### src/rtl/alu_ripple_pkg.sv
package alu_ripple_pkg;

  // Slice output choice carried by ctrl[1:0]
  typedef enum logic [1:0] {
    PICK_AND  = 2'd0,
    PICK_OR   = 2'd1,
    PICK_SUM  = 2'd2,
    PICK_LESS = 2'd3
  } pick_e;

  // Field view of the 4-bit control code
  typedef struct packed {
    logic  inv_a;
    logic  inv_b;
    pick_e pick;
  } ctrl_t;

  localparam logic [3:0] CODE_AND = 4'b0000;
  localparam logic [3:0] CODE_OR  = 4'b0001;
  localparam logic [3:0] CODE_ADD = 4'b0010;
  localparam logic [3:0] CODE_SUB = 4'b0110;
  localparam logic [3:0] CODE_SLT = 4'b0111;
  localparam logic [3:0] CODE_NOR = 4'b1100;

endpackage

### src/rtl/alu_bit_slice.sv
module alu_bit_slice
  import alu_ripple_pkg::*;
(
  input  logic  a_i,
  input  logic  b_i,
  input  logic  inv_a_i,
  input  logic  inv_b_i,
  input  logic  carry_i,
  input  logic  less_i,
  input  pick_e pick_i,
  output logic  res_o,
  output logic  sum_o,
  output logic  carry_o
);

  logic a_eff;
  logic b_eff;
  logic and_v;
  logic or_v;

  // Operand conditioning ahead of gates and adder
  assign a_eff = inv_a_i ? ~a_i : a_i;
  assign b_eff = inv_b_i ? ~b_i : b_i;

  assign and_v = a_eff & b_eff;
  assign or_v  = a_eff | b_eff;

  // Full adder
  assign sum_o   = a_eff ^ b_eff ^ carry_i;
  assign carry_o = (a_eff & b_eff) | (a_eff & carry_i) | (b_eff & carry_i);

  always_comb begin
    unique case (pick_i)
      PICK_AND:  res_o = and_v;
      PICK_OR:   res_o = or_v;
      PICK_SUM:  res_o = sum_o;
      PICK_LESS: res_o = less_i;
      default:   res_o = 1'b0;
    endcase
  end

endmodule

### src/rtl/alu_msb_flags.sv
module alu_msb_flags
  import alu_ripple_pkg::*;
(
  input  logic  carry_into_top_i,
  input  logic  carry_out_top_i,
  input  logic  sum_top_i,
  input  pick_e pick_i,
  output logic  set_o,
  output logic  overflow_o
);

  logic ovf_raw;

  assign ovf_raw = carry_into_top_i ^ carry_out_top_i;

  // Corrected sign of A-B, valid even when the subtraction wraps
  assign set_o = sum_top_i ^ ovf_raw;

  // Flag reported only for arithmetic selection
  assign overflow_o = (pick_i == PICK_SUM) ? ovf_raw : 1'b0;

endmodule

### src/rtl/alu_zero_tree.sv
module alu_zero_tree #(
  parameter int WIDTH = 32
) (
  input  logic [WIDTH-1:0] vec_i,
  output logic             zero_o
);

  assign zero_o = ~(|vec_i);

endmodule

### src/rtl/alu_ripple32.sv
module alu_ripple32
  import alu_ripple_pkg::*;
#(
  parameter int WIDTH = 32
) (
  input  logic [WIDTH-1:0] op_a,
  input  logic [WIDTH-1:0] op_b,
  input  logic [3:0]       ctrl,
  output logic [WIDTH-1:0] result,
  output logic             zero,
  output logic             overflow,
  output logic             carry_out
);

  localparam int TOP = WIDTH - 1;

  ctrl_t            cfg;
  logic [WIDTH-1:0] cin_v;
  logic [WIDTH-1:0] cout_v;
  logic [WIDTH-1:0] sum_v;
  logic [WIDTH-1:0] less_v;
  logic             set_bit;

  assign cfg = ctrl_t'(ctrl);

  // Carry-in of bit 0 doubles as the +1 of two's-complement negation
  assign cin_v[0] = cfg.inv_b;

  genvar g;
  generate
    for (g = 0; g < WIDTH; g++) begin : g_slice
      if (g == 0) begin : g_lsb
        assign less_v[g] = set_bit;
      end else begin : g_upper
        assign less_v[g] = 1'b0;
        assign cin_v[g]  = cout_v[g-1];
      end

      alu_bit_slice u_slice (
        .a_i     (op_a[g]),
        .b_i     (op_b[g]),
        .inv_a_i (cfg.inv_a),
        .inv_b_i (cfg.inv_b),
        .carry_i (cin_v[g]),
        .less_i  (less_v[g]),
        .pick_i  (cfg.pick),
        .res_o   (result[g]),
        .sum_o   (sum_v[g]),
        .carry_o (cout_v[g])
      );
    end
  endgenerate

  alu_msb_flags u_msb (
    .carry_into_top_i (cin_v[TOP]),
    .carry_out_top_i  (cout_v[TOP]),
    .sum_top_i        (sum_v[TOP]),
    .pick_i           (cfg.pick),
    .set_o            (set_bit),
    .overflow_o       (overflow)
  );

  alu_zero_tree #(.WIDTH(WIDTH)) u_zero (
    .vec_i  (result),
    .zero_o (zero)
  );

  assign carry_out = cout_v[TOP];

endmodule

### config.mk
export PLATFORM = sky130hd
export DESIGN_NAME = alu_ripple32
export DESIGN_NICKNAME = d
export VERILOG_FILES = /design/src/rtl/alu_ripple_pkg.sv /design/src/rtl/alu_bit_slice.sv /design/src/rtl/alu_msb_flags.sv /design/src/rtl/alu_zero_tree.sv /design/src/rtl/alu_ripple32.sv
export SDC_FILE = /design/constraint.sdc
export NUM_CORES = 1
export LEC_CHECK = 0
export ABC_AREA = 1
export BUFFER_PORTS_ARGS = -buffer_cell sky130_fd_sc_hd__clkbuf_2
export CORE_ASPECT_RATIO = 0.8
export CORE_MARGIN = 10
export CORE_UTILIZATION = 46
export DETAILED_ROUTE_END_ITERATION = 12
export PLACE_DENSITY = 0.72
export SLEW_MARGIN = 20
export SYNTH_ARGS = -nofsm -noshare
export SYNTH_HDL_FRONTEND = slang
export SYNTH_SLANG_ARGS = --single-unit
### constraint.sdc
create_clock -name vclk -period 21.8
set_input_delay 3.27 -clock vclk [all_inputs]
set_output_delay 3.27 -clock vclk [all_outputs]
set_load 0.03 [all_outputs]
==> out/results.txt <==
mapped cell area: 3710 sq um
Syn Inst Count: 504
design area: 3990 sq um
Net Switching: 0.0924 mW
Arrival @ worst endpoint: 17.29 ns
dpl ws: 1.29 ns
vias: 2922
Synth top area share: 21.6%
max cap viols: 0
adder-cell share of the synthesized area: 38.8%
Comb pwr share: 100.0%
Hold Path Origin: ctrl[0]
vias in the first global route: 3042
Mapped Nets: 668
CP top delay family: adder cells
Max Freq: 0.0486 GHz
Worst path slowest cell: clkbuf_2
Seq cells: 0
Slew @ Worst Pin: 0.880 ns
Worst Path Required: 18.53 ns
met2 wire len: 4.57 mm
leading cell type in the layout, fill and taps excluded: inv_1
Area Overhead vs Synth: 7.52%
status: complete, no violations
CP Max Fanout: 21
WL met3: 393 um
nets: 725
Initial Util: 46.9%
crit path kind: input port to output pin
hold-fix buffers at CTS: 0
Post-Place Cell Area: 3990 sq um
crit path launch: ctrl[3]
initial antenna violation count: 0
port bufs: 103
TritonRoute pass-1 iters: 4
Detailed Route Iter0 Violations: 78
sequential fraction of design power: 0%
Total Wirelength: 8.96 mm
post-CTS setup buffers: 0
Leakage: 2.32 nW
Die X: 120 um
placer congestion estimate: 0.886
Hold WS: 7.26 ns
Critical Path Source Type: input port
Top-Level Pins: 103
row cnt: 29
Final Non-Filler Cells: 667
CP peak stage delay: 0.55 ns
post-route minimum period: 20.56 ns
clock buffers: 0
clock share of power: 0%
Internal Power: 0.0515 mW
Tcrit/Tclk final: 94.3%
share of cells above drive strength 1: 22.7%
top routing layer used: met4
count of final hold-check violations: 0
core box area: 7910 sq um
Antenna diodes: 0
mean post-synth cell area: 7.37 sq um
Cell variety after synth: 22
endpoints failing setup: 0
met1 wire length: 3.94 mm
Slew Limit Fails: 0
largest family of logic cells by synthesized area: adder cells
leading area contributor after synthesis: ha_1
CP bufs+invs: 6
Detail Route Antenna Nets: 0
register area: 0 sq um
gr ovfl total: 0
post_cts resized: 0
Hold Crit Class: input port to output pin
PwrDens: 36.1 nW/um^2
Util after Layout: 50.5%
# DRC: 0
post-DP HPWL: 7.69 mm
post-synthesis mux area share: 0%
endpoint type of the worst setup path: output pin
XOR/XNOR share of the synthesized area: 14.9%
most frequent cells in the layout: 119 x inv_1, 103 x clkbuf_2, 91 x nand2_1
post-layout power: 0.144 mW
first-pass GRT wire length: 14.8 mm
Slew headroom: 41.2%
Post-Synth Simple-Gate Area: 22.9%
die height: 100 um
Placed Cells: 667
GRT Total Usage: 14.5%
DIE AREA: 12100 sq um
setup TNS: 0 ns
Synth Area in Compound Gates: 0.404%
maximum number of pins on one net before global-route repair: 33
Seq/Total Area, Yosys: 0%
switching share of power: 64.2%
Vias per Instance: 4.38
Synth Warn #: 0
VDD IR max: 0.0160 mV
DR WL/cell: 13.4 um
top post-synthesis cells by area: ha_1 22%, fa_1 17%, xnor2_1 14%
cell mode on critical path: fa_1
final setup margin: 1.24 ns
RSZ-0062 raised after global routing: no
-- power groups by stage --
stage / Combinational (mW) / Clock [mW] / Sequential (mW)
after CTS: 0.146 / 0 / 0
after global routing: 0.164 / 0 / 0
after floorplan: 0.122 / 0 / 0
after detailed placement: 0.145 / 0 / 0
final: 0.144 / 0 / 0
after global placement: 0.142 / 0 / 0
-- layer usage --
layer	vias up	GRT usage, %
li1	1516	-
met1	1350	17.6
met2	52	26.8
met3	4	2.30
met4	0	1.76
met5	-	0
-- cells in the mapped netlist --
cell        n
nand2_1    91
nand3_1    25
nand3b_1   13
nor3_1      1
buf_4      33
ha_1       64
fa_1       32
nor2_1     21
o21ai_0     2
inv_1     119
xnor2_1    61
nand2_2     5
nor2_8      2
inv_6       1
xor2_1      2
buf_2       6
inv_8       1
a21oi_1     1
nor2_4      1
nand3_2    12
buf_6       9
clkbuf_1    2
-- cells by family (layout without fill, tap and decap cells) --
group / after synthesis / in the layout
compound gates: 3 / 3
xor+xnor: 63 / 63
simple gates: 171 / 171
buf+inv: 171 / 226
fa+ha+maj: 96 / 96
-- worst min-delay path: stages --
cell,delay (ns)
clkbuf_2,0.25
nand3b_1,0.16
nand3_1,0.10
clkbuf_2,0.21
-- final timing paths --
check	endpoint	slack, ns	depth (start not counted)
worst min-delay path	result[23]	7.26	4
worst max-delay path	zero	1.24	46
-- cell type report --
class | instances | area [sq um]
fillers | 832 | 3920
inverters | 121 | 467
multi-input cells | 333 | 2860
well taps | 108 | 135
repair buffers | 105 | 531
No activity file was read; power rests on OpenSTA's default activity.
